===== src/rtl/irq_arb_pkg.sv =====
package irq_arb_pkg;
  localparam int unsigned N_LVL = 4;
  localparam int unsigned LVL_W = 2;
  typedef logic [LVL_W-1:0] lvl_t;
  typedef enum logic [1:0] {
    SEL_EN  = 2'd0,
    SEL_PLO = 2'd1,
    SEL_PHI = 2'd2,
    SEL_NONE = 2'd3
  } cfg_sel_e;
endpackage


===== src/rtl/irq_cfg_regs.sv =====
module irq_cfg_regs
  import irq_arb_pkg::*;
#(
  parameter int unsigned N_SRC = 9
) (
  input  logic                        clk_i,
  input  logic                        rst_ni,
  input  logic                        wr_en_i,
  input  logic [1:0]                  wr_sel_i,
  input  logic [N_SRC:0]              wr_data_i,
  output logic [N_SRC-1:0]            en_o,
  output logic                        gen_o,
  output logic [N_SRC-1:0][LVL_W-1:0] lvl_o
);
  logic [N_SRC-1:0] en_q, plo_q, phi_q;
  logic             gen_q;

  always_ff @(posedge clk_i or negedge rst_ni) begin
    if (!rst_ni) begin
      en_q  <= '0;
      gen_q <= 1'b0;
      plo_q <= '0;
      phi_q <= '0;
    end else if (wr_en_i) begin
      unique case (cfg_sel_e'(wr_sel_i))
        SEL_EN: begin
          en_q  <= wr_data_i[N_SRC-1:0];
          gen_q <= wr_data_i[N_SRC];
        end
        SEL_PLO: plo_q <= wr_data_i[N_SRC-1:0];
        SEL_PHI: phi_q <= wr_data_i[N_SRC-1:0];
        default: ;
      endcase
    end
  end

  for (genvar g = 0; g < N_SRC; g++) begin : g_lvl
    assign lvl_o[g] = {phi_q[g], plo_q[g]};
  end

  assign en_o  = en_q;
  assign gen_o = gen_q;
endmodule


===== src/rtl/irq_prio_pick.sv =====
module irq_prio_pick
  import irq_arb_pkg::*;
#(
  parameter int unsigned N_SRC = 9,
  localparam int unsigned IDX_W = $clog2(N_SRC)
) (
  input  logic [N_SRC-1:0]            elig_i,
  input  logic [N_SRC-1:0][LVL_W-1:0] lvl_i,
  input  logic                        floor_vld_i,
  input  lvl_t                        floor_i,
  output logic                        win_vld_o,
  output logic [IDX_W-1:0]            win_idx_o,
  output lvl_t                        win_lvl_o
);
  // Scan from the top index down; ">=" lets a lower index take a tie.
  always_comb begin
    win_vld_o = 1'b0;
    win_idx_o = '0;
    win_lvl_o = '0;
    for (int i = N_SRC - 1; i >= 0; i--) begin
      if (elig_i[i] && (!floor_vld_i || lvl_i[i] > floor_i) &&
          (!win_vld_o || lvl_i[i] >= win_lvl_o)) begin
        win_vld_o = 1'b1;
        win_idx_o = IDX_W'(i);
        win_lvl_o = lvl_i[i];
      end
    end
  end
endmodule


===== src/rtl/irq_isr_track.sv =====
module irq_isr_track
  import irq_arb_pkg::*;
(
  input  logic             clk_i,
  input  logic             rst_ni,
  input  logic             acc_i,
  input  lvl_t             acc_lvl_i,
  input  logic             reti_i,
  output logic [N_LVL-1:0] isr_o,
  output logic             top_vld_o,
  output lvl_t             top_lvl_o
);
  logic [N_LVL-1:0] isr_q, isr_d;

  always_comb begin
    top_vld_o = 1'b0;
    top_lvl_o = '0;
    for (int l = 0; l < N_LVL; l++) begin
      if (isr_q[l]) begin
        top_vld_o = 1'b1;
        top_lvl_o = lvl_t'(l);
      end
    end
  end

  always_comb begin
    isr_d = isr_q;
    if (reti_i && top_vld_o) isr_d[top_lvl_o] = 1'b0;
    if (acc_i) isr_d[acc_lvl_i] = 1'b1;
  end

  always_ff @(posedge clk_i or negedge rst_ni) begin
    if (!rst_ni) isr_q <= '0;
    else         isr_q <= isr_d;
  end

  assign isr_o = isr_q;

  assert_reti_one_R10: assert property (@(posedge clk_i) disable iff (!rst_ni)
    (reti_i && !acc_i && (isr_q != '0)) |=>
      ($countones(isr_q) == $countones($past(isr_q)) - 1));
endmodule


===== src/rtl/nested_irq_arb.sv =====
module nested_irq_arb
  import irq_arb_pkg::*;
#(
  parameter int unsigned N_SRC = 9,
  localparam int unsigned IDX_W = $clog2(N_SRC)
) (
  input  logic             clk_i,
  input  logic             rst_ni,
  input  logic             wr_en_i,
  input  logic [1:0]       wr_sel_i,
  input  logic [N_SRC:0]   wr_data_i,
  input  logic [N_SRC-1:0] irq_i,
  input  logic             insn_start_i,
  input  logic             ack_i,
  input  logic             reti_i,
  input  logic             sleep_i,
  output logic             req_o,
  output logic [IDX_W-1:0] src_o,
  output logic             wake_o
);
  logic [N_SRC-1:0]            en, elig;
  logic                        gen;
  logic [N_SRC-1:0][LVL_W-1:0] lvl;
  logic                        pick_vld, top_vld, acc;
  logic [IDX_W-1:0]            pick_idx;
  lvl_t                        pick_lvl, top_lvl, req_lvl_q;
  logic [N_LVL-1:0]            isr;
  logic                        req_q;
  logic [IDX_W-1:0]            src_q;

  irq_cfg_regs #(.N_SRC(N_SRC)) u_cfg (
    .clk_i, .rst_ni, .wr_en_i, .wr_sel_i, .wr_data_i,
    .en_o(en), .gen_o(gen), .lvl_o(lvl)
  );

  assign elig = irq_i & en & {N_SRC{gen}};

  irq_prio_pick #(.N_SRC(N_SRC)) u_pick (
    .elig_i(elig), .lvl_i(lvl), .floor_vld_i(top_vld), .floor_i(top_lvl),
    .win_vld_o(pick_vld), .win_idx_o(pick_idx), .win_lvl_o(pick_lvl)
  );

  assign acc = req_q && ack_i;

  irq_isr_track u_isr (
    .clk_i, .rst_ni, .acc_i(acc), .acc_lvl_i(req_lvl_q), .reti_i,
    .isr_o(isr), .top_vld_o(top_vld), .top_lvl_o(top_lvl)
  );

  always_ff @(posedge clk_i or negedge rst_ni) begin
    if (!rst_ni) begin
      req_q     <= 1'b0;
      src_q     <= '0;
      req_lvl_q <= '0;
    end else if (acc) begin
      req_q <= 1'b0;
    end else if (!req_q && insn_start_i && pick_vld) begin
      req_q     <= 1'b1;
      src_q     <= pick_idx;
      req_lvl_q <= pick_lvl;
    end
  end

  assign req_o  = req_q;
  assign src_o  = src_q;
  assign wake_o = sleep_i && (elig != '0);

  assert_hold_until_ack_R9: assert property (@(posedge clk_i) disable iff (!rst_ni)
    (req_q && !ack_i) |=> (req_q && $stable(src_q)));
  assert_top_level_blocks_R8: assert property (@(posedge clk_i) disable iff (!rst_ni)
    isr[N_LVL-1] |-> !pick_vld);
  assert_master_mask_R3: assert property (@(posedge clk_i) disable iff (!rst_ni)
    !gen |-> (!pick_vld && !wake_o));
  assert_winner_enabled_R2: assert property (@(posedge clk_i) disable iff (!rst_ni)
    pick_vld |-> (en[pick_idx] && irq_i[pick_idx]));
  assert_above_floor_R7: assert property (@(posedge clk_i) disable iff (!rst_ni)
    (pick_vld && top_vld) |-> (pick_lvl > top_lvl));
endmodule


===== config.mk =====
export PLATFORM = sky130hd
export DESIGN_NAME = nested_irq_arb
export DESIGN_NICKNAME = d
export VERILOG_FILES = /design/src/rtl/irq_arb_pkg.sv /design/src/rtl/irq_cfg_regs.sv /design/src/rtl/irq_prio_pick.sv /design/src/rtl/irq_isr_track.sv /design/src/rtl/nested_irq_arb.sv
export SDC_FILE = /design/constraint.sdc
export NUM_CORES = 1
export LEC_CHECK = 0
export BUFFER_PORTS_ARGS = -buffer_cell sky130_fd_sc_hd__buf_4
export CAP_MARGIN = 10
export CORE_MARGIN = 2
export CORE_UTILIZATION = 51
export CTS_BUF_LIST = sky130_fd_sc_hd__clkbuf_8
export DETAILED_ROUTE_END_ITERATION = 10
export HOLD_SLACK_MARGIN = 0.06
export PLACE_DENSITY = 0.71
export SLEW_MARGIN = 20
export SYNTH_ARGS = -nofsm -noshare
export SYNTH_HDL_FRONTEND = slang
export SYNTH_SLANG_ARGS = --single-unit

===== constraint.sdc =====
create_clock -name clk_i -period 26.6 [get_ports clk_i]
set_clock_uncertainty 0.05 [all_clocks]
set_input_delay 5.32 -clock clk_i [delete_from_list [all_inputs] [get_ports clk_i]]
set_output_delay 5.32 -clock clk_i [all_outputs]
set_load 0.05 [all_outputs]

Yosys cells after proc, flatten, opt, wreduce, memory -nomap -nowiden
Cells that the tools add are included.
{ "op_classes": {"order_cmp": 21, "eq_ne": 2, "n_mux": 42, "bitwise_logic": 6, "n_reduce_logical": 58} }
{ "op_table": {"columns": ["cell", "n"], "rows": [
  ["$mux W4", 11],
  ["$logic_and A1 B1 Y1", 24],
  ["$mux W2", 11],
  ["$and A9 B9 Y9", 2],
  ["$gt A2 B2 Y1", 9],
  ["$mux W1", 18],
  ["$logic_or A1 B1 Y1", 17],
  ["$ge A2 B2 Y1", 8],
  ["$logic_not A1 Y1", 10],
  ["$reduce_bool A9 Y1", 1],
  ["$reduce_and A2 Y1", 4],
  ["$lt A2 B3 Y1 const B", 2],
  ["$and A4 B4 Y4", 1],
  ["$demux W1 S2", 2],
  ["$ge A2 B1 Y1 const B", 2],
  ["$not A4 Y4", 1],
  ["$or A4 B4 Y4", 1],
  ["$eq A2 B1 Y1 const B", 1],
  ["$eq A2 B2 Y1 const B", 1],
  ["$logic_not A2 Y1", 1],
  ["$reduce_bool A2 Y1", 1],
  ["$not A1 Y1", 1]
]} }
{ "totals": {"regBits": 39, "in_bits": 28, "out_inout_bits": 6, "wordCells": 137} }

Longest topological paths before layout
Gate-level depths: netlist of run 1.
{ "logic_depth": {"depth_word": 43, "depth_mapped": 60} }

Cells and area by module
A second synthesis of run 1 with hierarchy kept.
{ "unflattened": {"hier_cells": 287, "area_unflattened_um2": 3050.4} }
{ "by_module_without_submodules": {"columns": ["mod", "instances", "cells_per_inst", "area_per_inst_um2", "seq_area_each_um2"], "rows": [
  ["irq_prio_pick", 1, 175, 1418.9, 0.0],
  ["irq_cfg_regs", 1, 60, 1058.5, 700.7],
  ["nested_irq_arb", 1, 32, 380.4, 175.2],
  ["irq_isr_track", 1, 20, 192.7, 100.1]
]} }

Least setup slack after synthesis of run 1
OpenSTA, ideal clock, no wires.
{ "synth_timing": {"path_kind": "input to register", "from": "input irq_i[8]", "to": "register src_q[3], in the netlist src_o[3]", "setup_ns": 0.095, "t_arrival_ns": 14.916, "required_time_ns": 26.455, "setup_slack_ns": 11.539, "path_stages": 56, "path_cell_list": "and3_4 o21a_1 and2_1 ha_1 nand2b_1 a21oi_1 o211ai_1 nand3_1 nand2_1 ha_1 nand2b_1 a21o_1 a31oi_4 nor3_1 a31oi_1 ha_1 nand2b_1 a21oi_1 (+20 left out) nand2b_1 a21oi_1 nor2_1 a21oi_1 a2bb2oi_1 o21ai_1 ha_1 nand2b_1 a21oi_1 a21oi_1 mux2_2 ha_1 nand2b_1 a21o_1 a41oi_2 or2b_2 or3b_1 o31ai_1"} }
{ "synth_via": {"elab_chain_len": 38, "elab_cells_between_ends": 63, "cone_classes": "order compare (8); mux (26); bitwise (2); reduce/logical (27)"} }
{ "synth_lines": {"columns": ["element", "line", "text"], "rows": [
  ["start: declaration", "nested_irq_arb.sv:12", "input logic [N_SRC-1:0] irq_i,"],
  ["$and A9 B9 Y9 * (2 in series)", "nested_irq_arb.sv:36", "assign elig = irq_i & en & {N_SRC{gen}};"],
  ["$logic_and A1 B1 Y1 *", "irq_prio_pick.sv:21", "if (elig_i[i] && (!floor_vld_i || lvl_i[i] > floor_i) &&"],
  ["$mux W2 / $mux W1 (equally long branches)", "irq_prio_pick.sv:21", null],
  ["$ge A2 B2 Y1 / $logic_not A1 Y1 (equally long branches)", "irq_prio_pick.sv:22", "(!win_vld_o || lvl_i[i] >= win_lvl_o)) begin"],
  ["$logic_or A1 B1 Y1", "irq_prio_pick.sv:22", null],
  ["$logic_and A1 B1 Y1", "irq_prio_pick.sv:21", null],
  ["$mux W2 / $mux W1 (equally long branches)", "irq_prio_pick.sv:21", null],
  ["$ge A2 B2 Y1 / $logic_not A1 Y1 (equally long branches)", "irq_prio_pick.sv:22", null],
  ["(+21 left out)", null, null],
  ["$logic_and A1 B1 Y1", "irq_prio_pick.sv:21", null],
  ["$mux W2 / $mux W1 (equally long branches)", "irq_prio_pick.sv:21", null],
  ["$ge A2 B2 Y1 / $logic_not A1 Y1 (equally long branches)", "irq_prio_pick.sv:22", null],
  ["$logic_or A1 B1 Y1", "irq_prio_pick.sv:22", null],
  ["$logic_and A1 B1 Y1", "irq_prio_pick.sv:21", null],
  ["$mux W1", "irq_prio_pick.sv:21", null],
  ["$logic_and A1 B1 Y1", "nested_irq_arb.sv:57", "end else if (!req_q && insn_start_i && pick_vld) begin"],
  ["$reduce_and A2 Y1 (no source line)", null, null],
  ["end signal: assignment", "nested_irq_arb.sv:59", "src_q <= pick_idx;"],
  ["end: declaration", "nested_irq_arb.sv:29", "logic [IDX_W-1:0] src_q;"]
]} }
Every way passes the cells marked *; elsewhere a longest branch is shown, timed or not.
A chain may end at the register's enable or synchronous reset.

Final worst setup path of run 1
Same ends and word-level chain as after synthesis.

==> results of run 1 <==
## logic make-up (layout without fill, tap and decap cells)
family	after synthesis	in the layout	share of synthesized area [%]
mux	29	29	11.1
compound gates	86	86	21.5
buf+inv	19	56	2.73
simple gates	87	87	17.0
flops	39	39	33.2
fa+ha+maj	34	34	14.5
## flip-flops by register name, indices dropped and copies added (netlist names)
register / flops
u_isr.isr_o: 4
req_lvl_q: 2
u_cfg.en_o: 9
u_cfg.gen_o: 1
req_o: 1
u_cfg.plo_q: 9
u_cfg.phi_q: 9
src_o: 4
## where the power goes
part	leakage, nW	switching, mW	internal, mW
logic	1.00	0.107	0.0819
registers	0.475	0.0156	0.0738
clock network	0.0554	0.0213	0.0271
## critical path, delay by kind of cell
kind	cells	cell delay (ns)
and+or+nand+nor	19	3.10
AOI/OAI and AO/OA	27	5.35
buffers and inverters	1	0.08
adders and majority gates	8	2.11
muxes	1	0.40
## worst max-delay path by stage
stage                  start       end  slack, ns
floorplan           irq_i[8]  src_o[3]      11.54
global placement    irq_i[8]  src_o[3]      10.40
detailed placement  irq_i[8]  src_o[3]      10.15
CTS                 irq_i[8]  src_o[3]      10.41
global route        irq_i[8]  src_o[3]       9.39
finish              irq_i[8]  src_o[3]      10.35
## cell usage in the layout, fill, tap and decap left out, drive strengths merged, types with 5 or more instances in the layout
cell type / n
a21oi: 17
mux2: 29
nand2: 26
clkbuf: 5
and2: 7
o211ai: 7
nor2b: 9
nor2: 7
dfrtp: 39
ha: 34
inv: 16
nand2b: 11
buf: 34
o21ai: 17
a21o: 5
nand3: 10
## cell type report
cell class | instances | area, um2 | area share, %
Clock buffer | 5 | 68.8 | 2.05
Clock inverter | 2 | 33.8 | 1.01
Inverter | 15 | 56.3 | 1.68
Multi-Input combinational cell | 236 | 1880 | 56.0
Sequential cell | 39 | 976 | 29.0
Tap cell | 72 | 90.1 | 2.68
Timing Repair Buffer | 34 | 255 | 7.59
## per-layer routing
layer	vias to the layer above	global-route usage, %	share of wire (%)
met3	9	3.39	3.7
met2	56	37.7	45
met4	0	8.31	1.7
li1	1181	-	-
met5	-	0	0
met1	1162	33.6	49
## cells in the mapped netlist (3+ instances only)
library cell	count
a21o_1	5
a21oi_1	17
a2bb2oi_1	3
a31oi_1	3
and2_1	7
dfrtp_1	39
ha_1	34
inv_1	15
mux2_2	29
nand2_1	26
nand2b_1	10
nand3_1	9
nor2_1	6
nor2b_1	8
nor3_1	3
nor3b_1	3
o2111ai_1	3
o211ai_1	7
o21a_1	3
o21ai_0	14
o31ai_1	4
==> flow_metrics.py, run 1 <==
metrics = {
    "power": {
        "ir_worst_vdd_mv": 0.0405,
        "total_leakage_power_nw": 1.53,
        "power_density_nw_per_um2": 97.3,
        "power_mw": 0.327,
    },
    "grt": {
        "first_global_vias": 2458,
        "antenna_violations_before_repair": 0,
        "grt_start_max_net_pins": 40,
        "grt_overflow_total": 0,
        "first_pass_grt_wire_length_um": 11900,
        "global_route.usage.total_pct": 23.9,
    },
    "worst_setup_path": {
        "path_max_fanout": 9,
        "timing.critical_path.to_type": "register",
        "reg2reg_to": "src_o[3]",
        "criticalPathCategory": "input pin to register",
        "critPathMaxStageDelay_ns": 0.46,
        "timing.rr.start": "u_isr.isr_o[2]",
        "cp-start-kind": "input pin",
        "worst-endpoint-arrival_ns": 16.40,
        "worst_r2r_path_depth": 58,
        "r2r_setup_slack_ns": 13.96,
        "critPathSlowestCell": "a21oi_1",
        "worst_ep_required_time_ns": 26.75,
    },
    "placement": {
        "dp_slack_ns": 10.15,
        "detailed_place.area_um2": 3260,
        "place.detailed.instances": 396,
        "detailedPlacementHpwl_um": 5280,
        "gp_congestion": 0.924,
        "numPortBuffers": 33,
    },
    "logic_synthesis": {
        "synth_edf_count": 0,
        "netlist_top_cells_area": "dfrtp_1, ha_1, mux2_2",
        "synth.distinct_cells": 62,
        "synth_flop_cell": "dfrtp_1",
        "synth_area_per_cell_um2": 9.99,
        "netlist.area_leader.share_pct": 33.2,
        "yosys_register_bits": 39,
        "cell_accounting_for_the_most_synthesized_area": "dfrtp_1",
        "synth_seq_area_share_pct": 33.2,
        "synthesis.yosys.warnings": 0,
        "syn_inst": 294,
        "synth.net_count": 356,
        "synth-async-reset-ratio_pct": 100,
        "syn-cell-area_um2": 2940,
    },
    "min_path": {
        "hold_depth": 1,
        "holdCritPathClass": "register to register",
        "hold_path_end": "u_isr.isr_o[0]",
        "holdCritStartpoint": "req_lvl_q[1]",
    },
    "sta": {
        "rsz0062_at_grt": "no",
        "slew_headroom_pct": 46.7,
        "period_share_pct": 61.1,
        "slew_viol_final": 0,
        "timing.final.ws_setup_ns": 10.35,
        "period_needed_ns": 16.25,
        "setup_total_negative_slack_ns": 0,
        "timing.hold.ws_ns": 0.438,
        "tightestPinTransition_ns": 0.797,
        "finalSetupViolCount": 0,
        "achievable-frequency_mhz": 61.6,
        "timing_hold_violations_final": 0,
    },
    "cells_and_area": {
        "layout_overhead_on_the_synthesized_area_pct": 14.4,
        "n_antenna_cell": 0,
        "final_nets": 393,
        "postLayoutCellArea_um2": 3360,
        "utilization_pct": 60.7,
        "post_route_non_filler_standard_cell_count": 403,
        "layout-drive-gt1-share_pct": 24.8,
        "fill_cells": 473,
    },
    "floorplan": {
        "floorplan.initialDensity_pct": 53.0,
        "placementRows": 27,
        "core_area_um2": 5540,
        "pin_count": 34,
        "area_of_the_die_um2": 6380,
        "die_y_um": 79.9,
        "die-width_um": 79.9,
    },
    "clocking": {
        "clock_insertion_delay_worst_skew_ns": 0.29,
        "postCtsHoldBufs": 0,
        "cts_repair_resize_count": 0,
        "cts.path.max_buffers": 2,
        "cts_tree": "done",
        "clock_buffers_created_by_tritoncts": 5,
        "sink_count_of_the_clock_tree": 39,
        "postCtsSetupRepairBufs": 0,
        "clk_pin_slew_ns": 0.07,
        "clockRootBuffer": "clkbuf_8",
        "ctsHtreeMaxLevel": 2,
    },
    "route": {
        "drt_first_pass_iters": 4,
        "detailedRoute.firstIterationViolations": 192,
        "finalWirelength_um": 6810,
        "route.detailed.drc": 0,
        "vias": 2408,
        "wire_per_inst_um": 16.9,
        "viasPerCell": 5.98,
        "detail-route-antenna-nets": 0,
    },
    "run": {
        "timing.max_cap.violations": 0,
    },
    "status": {
        "status": "finished clean",
    },
}
(Power assumes the default switching activity.)
==> run 2, diff against run 1 <==
Settings changed: PLACE_DENSITY 0.71 to 0.74.
Clock period 26.6 ns to 14.4 ns, I/O delays scaled along.
==> run 2 against run 1 <==
Net effect:
- global-route usage decreased by 0.60 points
- worst setup slack got worse by 9.5 ns
- register-to-register slack got worse by 12 ns
- utilization increased by 0.54 points
- die area unchanged
- critical path depth unchanged
- routed wire length decreased by 0.82%
- sequential share of layout area decreased by 0.26 points
- count of clock-buffer cells in the layout increased by 1
- hold slack got worse by 0.014 ns
- critical endpoint unchanged
- via count decreased by 0.62%
- largest power group unchanged
- total power increased by 88%
- critical path type unchanged
==> flow_metrics.py, run 2 (synthesized netlist as in run 1, its figures left out) <==
metrics = {
    "status": {
        "status": "finished clean",
    },
    "power": {
        "power_frac_comb_pct": 57.6,
        "total_leakage_power_nw": 1.54,
        "p_int_mw": 0.346,
        "switchingPower_mw": 0.270,
        "ir_worst_vdd_mv": 0.106,
        "sequentialPowerShare_pct": 26.8,
        "power_density_nw_per_um2": 182,
        "clkPwrFrac_pct": 15.6,
        "netSwitchingFraction_pct": 43.8,
    },
    "grt": {
        "first_pass_grt_wire_length_um": 11500,
        "grt_overflow_total": 0,
        "antenna_violations_before_repair": 0,
        "global_route.usage.total_pct": 23.3,
        "grt_start_max_net_pins": 40,
        "first_global_vias": 2370,
    },
    "worst_setup_path": {
        "cp-start-kind": "input pin",
        "worst_ep_required_time_ns": 14.55,
        "critPathMaxStageDelay_ns": 0.39,
        "critical_path.most_common_cell": "nand2b_1",
        "path_max_fanout": 9,
        "timing.critical_path.max_delay_family": "compound AO/OA/AOI/OAI gates",
        "timing.critical_path.to_type": "register",
        "criticalPathCategory": "input pin to register",
        "critPathSlowestCell": "or3b_1",
        "worst-endpoint-arrival_ns": 13.71,
        "cp.buffers_inverters": 1,
    },
    "clocking": {
        "clock_buffers_created_by_tritoncts": 5,
        "ctsHtreeMaxLevel": 2,
        "sink_count_of_the_clock_tree": 39,
        "clockRootBuffer": "clkbuf_8",
        "cts.path.max_buffers": 2,
        "clk_pin_slew_ns": 0.07,
        "cts_tree": "done",
        "postCtsHoldBufs": 0,
        "clock_insertion_delay_worst_skew_ns": 0.30,
    },
    "sta": {
        "slew_headroom_pct": 52.6,
        "timing_hold_violations_final": 0,
        "tightestPinTransition_ns": 0.708,
        "period_needed_ns": 13.56,
        "rsz0062_at_grt": "no",
        "finalSetupViolCount": 0,
        "achievable-frequency_mhz": 73.8,
        "slew_viol_final": 0,
        "period_share_pct": 94.1,
        "setup_total_negative_slack_ns": 0,
    },
    "cells_and_area": {
        "utilization_pct": 61.2,
        "layout_commonest_cell": "dfrtp_1",
        "layout.cells.most_common_list": "dfrtp_1, buf_4, ha_1, mux2_2, nand2_1",
        "final_nets": 394,
        "layout-drive-gt1-share_pct": 26.1,
        "layout_overhead_on_the_synthesized_area_pct": 15.5,
        "n_antenna_cell": 0,
    },
    "route": {
        "route.detailed.drc": 0,
        "detailedRoute.firstIterationViolations": 142,
        "vias": 2393,
        "wire_per_inst_um": 16.7,
        "drt_first_pass_iters": 4,
        "detail-route-antenna-nets": 0,
        "finalWirelength_um": 6760,
        "viasPerCell": 5.91,
    },
    "floorplan": {
        "floorplan.initialDensity_pct": 53.0,
        "die-width_um": 79.9,
        "die_y_um": 79.9,
        "pin_count": 34,
        "placementRows": 27,
        "core_area_um2": 5540,
        "area_of_the_die_um2": 6380,
    },
    "placement": {
        "gp_congestion": 0.917,
        "numPortBuffers": 33,
        "detailedPlacementHpwl_um": 5160,
    },
    "min_path": {
        "holdCritPathClass": "register to register",
    },
    "run": {
        "timing.max_cap.violations": 0,
    },
}
run 2: power groups by stage:
stage          Combinational [mW]  Clock, mW  Sequential (mW)
3_5_place_dp                0.349          0            0.167
5_1_grt                     0.400      0.104            0.170
2_1_floorplan               0.251          0            0.175
3_3_place_gp                0.338          0            0.166
6_report                    0.355     0.0963            0.165
4_1_cts                     0.353     0.0986            0.165
run 2: worst register-to-register path: cells and delay by family, from the launching register on:
family          cells  cell delay [ns]
buf+inv             1             0.07
fa+ha+maj           9             2.40
mux                 1             0.38
compound gates     29             5.70
simple gates       19             3.00
flops               1             0.44
run 2: stage by stage:
step | hold WS [ns] | worst slack [ns] | cell area, um2 | power, mW | instances
finish | 0.424 | 0.845 | 3390 | 0.616 | 405
global route | 0.437 | 0.124 | 3390 | 0.673 | 405
CTS | 0.427 | 0.638 | 3380 | 0.616 | 405
detailed placement | 0.416 | 0.412 | 3270 | 0.516 | 397
global placement | 0.415 | 0.643 | 3270 | 0.504 | 397
floorplan | 0.396 | 1.78 | 2940 | 0.426 | 294
run 2: area by class of cell:
class	instances	area, um2
clock inverter	2	35.0
clock buffer	6	82.6
inverter	15	56.3
sequential	39	976
multi-input combinational	236	1890
fill	473	2150
tap	72	90.1
timing repair buffer	35	263
run 2: what timing repair did:
action | CTS | global route
buffers inserted | 0 | 0
gates resized for setup | 0 | 2
setup endpoints to repair | 0 | 5
run 2: worst paths after layout:
check	slack (ns)	from	cells after the start	endpoint
setup / recovery	0.84	irq_i[8]	56	src_o[3]
hold / removal	0.42	req_lvl_q[1]	1	u_isr.isr_o[0]
setup reg to reg	2.25	u_isr.isr_o[2]	59	src_o[3]
hold reg to reg	0.42	req_lvl_q[1]	1	u_isr.isr_o[0]
max in group asynchronous	11.46	rst_ni	1	req_o
min in group asynchronous	2.50	rst_ni	1	u_cfg.phi_q[7]
run 2: routing by layer:
layer	part of all wire, %	GRT usage, %
met5	0	0
met3	3.3	3.17
met4	0.99	6.61
met2	49	39.4
met1	47	31.1
==> run 3, diff against run 2 <==
Settings changed: CORE_MARGIN 2 to not set.
==> run 3 against run 2 <==
Net effect:
- register-to-register slack better by 0.09 ns
- clock power shrank 22%
- combinational power about the same
- largest power group unchanged
- total power is 3.6% lower
- via count shrank 0.13%
- sequential cell count did not move
- critical path depth stayed put
- sequential power barely moved
- worst setup slack better by 0.050 ns
- critical endpoint unchanged
==> flow_metrics.py, run 3 (synthesized netlist as in run 1, its figures left out) <==
metrics = {
    "clocking": {
        "sink_count_of_the_clock_tree": 39,
        "cts.path.max_buffers": 2,
        "clockRootBuffer": "clkbuf_8",
        "clock_insertion_delay_worst_skew_ns": 0.29,
        "clock_buffers_created_by_tritoncts": 5,
        "cts_tree": "done",
        "clk_pin_slew_ns": 0.07,
        "ctsHtreeMaxLevel": 2,
    },
    "worst_setup_path": {
        "worst_setup_path_startpoint": "irq_i[8]",
        "critical_path.most_common_cell": "nand2b_1",
        "worst_ep_required_time_ns": 14.54,
        "critPathSlowestCell": "or3b_1",
        "criticalPathCategory": "input pin to register",
        "cp-start-kind": "input pin",
        "worst-endpoint-arrival_ns": 13.65,
        "reg2reg_to": "src_o[3]",
        "critical_path.endpoint": "src_o[3]",
        "critPathMaxStageDelay_ns": 0.40,
        "path_max_fanout": 9,
        "timing.rr.start": "u_isr.isr_o[3]",
        "timing.critical_path.to_type": "register",
        "worst_r2r_path_depth": 59,
        "r2r_setup_slack_ns": 2.34,
    },
    "grt": {
        "grt_overflow_total": 0,
        "grt_start_max_net_pins": 40,
        "antenna_violations_before_repair": 0,
        "first_global_vias": 2337,
        "first_pass_grt_wire_length_um": 11300,
        "global_route.usage.total_pct": 23.8,
    },
    "cells_and_area": {
        "fill_cells": 496,
        "layout.cells.most_common_list": "dfrtp_1, buf_4, ha_1, mux2_2, nand2_1",
        "layout-drive-gt1-share_pct": 25.9,
        "final_nets": 394,
        "layout_overhead_on_the_synthesized_area_pct": 14.4,
        "n_antenna_cell": 0,
        "layout_commonest_cell": "dfrtp_1",
        "utilization_pct": 60.7,
    },
    "route": {
        "vias": 2390,
        "wire_per_inst_um": 16.2,
        "finalWirelength_um": 6540,
        "detailedRoute.firstIterationViolations": 105,
        "drt_first_pass_iters": 4,
        "route.detailed.drc": 0,
        "viasPerCell": 5.92,
        "detail-route-antenna-nets": 0,
    },
    "power": {
        "ir_worst_vdd_mv": 0.0755,
        "total_leakage_power_nw": 1.53,
        "power_density_nw_per_um2": 177,
        "power_mw": 0.594,
    },
    "sta": {
        "timing.final.ws_setup_ns": 0.894,
        "slew_viol_final": 0,
        "slew_headroom_pct": 50.5,
        "tightestPinTransition_ns": 0.739,
        "rsz0062_at_grt": "no",
        "achievable-frequency_mhz": 74.0,
        "setup_total_negative_slack_ns": 0,
        "finalSetupViolCount": 0,
        "timing_hold_violations_final": 0,
        "timing.hold.ws_ns": 0.441,
        "period_share_pct": 93.8,
        "period_needed_ns": 13.51,
    },
    "placement": {
        "dp_slack_ns": 0.424,
        "detailedPlacementHpwl_um": 5020,
        "numPortBuffers": 33,
        "gp_congestion": 0.911,
    },
    "floorplan": {
        "area_of_the_die_um2": 6070,
        "pin_count": 34,
        "core_area_um2": 5540,
        "die-width_um": 77.9,
        "floorplan.initialDensity_pct": 53.0,
        "die_y_um": 77.9,
        "placementRows": 27,
    },
    "run": {
        "timing.max_cap.violations": 0,
    },
    "status": {
        "status": "finished clean",
    },
    "min_path": {
        "holdCritPathClass": "register to register",
    },
}
[run 3: changes by cell type in the layout (fill, tap and decap cells not counted)]
cell	delta
bufinv_16	-1
[run 3: power breakdown]
part | leakage, nW | switching, mW | total (mW) | internal (mW)
sequential | 0.475 | 0.0283 | 0.165 | 0.136
combinational | 1.01 | 0.200 | 0.354 | 0.153
clock | 0.0470 | 0.0377 | 0.0753 | 0.0376
total | 1.53 | 0.266 | 0.594 | 0.327
[run 3: repair_timing]
item | 4_1_cts | 5_1_grt
buffers inserted | 0 | 0
endpoints found under the setup margin | 0 | 5
gates resized for setup | 0 | 2
hold buffers | 0 | 0
[run 3: worst min-delay path by stage]
stage	depth (start not counted)	startpoint	slack, ns	to
floorplan	1	req_lvl_q[1]	0.40	u_isr.isr_o[0]
global placement	1	req_lvl_q[1]	0.41	u_isr.isr_o[0]
detailed placement	2	src_o[0]	0.43	src_o[0]
CTS	1	req_lvl_q[1]	0.44	u_isr.isr_o[0]
global route	1	req_lvl_q[1]	0.46	u_isr.isr_o[0]
finish	2	src_o[0]	0.44	src_o[0]
[run 3: per-layer routing]
layer  GRT usage (%)  wire length [um]  share of wire (%)
met1            33.7              3250                 50
met2            37.3              2950                 45
met3            4.12               269                4.1
met4            6.79                70                1.1
met5               0                 0                  0
[run 3: layout make-up]
cell class / instances / area [um2] / share of cell area (%)
inverters: 15 / 56.3 / 1.68
flip-flops and latches: 39 / 976 / 29.0
multi-input cells: 236 / 1890 / 56.2
well taps: 72 / 90.1 / 2.68
repair buffers: 35 / 263 / 7.82
clock buffers: 6 / 82.6 / 2.46
clock inverters: 1 / 5.00 / 0.149
[run 3: critical path: cells and delay by family]
family	cells	cell delay, ns
adders and majority gates	8	2.14
AOI/OAI and AO/OA	27	5.10
muxes	1	0.38
and+or+nand+nor	19	3.10
buffers and inverters	1	0.08
[run 3: stage by stage]
step	area (um2)	std cells
2_1_floorplan	2940	294
3_3_place_gp	3270	397
3_5_place_dp	3270	397
4_1_cts	3350	404
5_1_grt	3360	404
6_report	3360	404
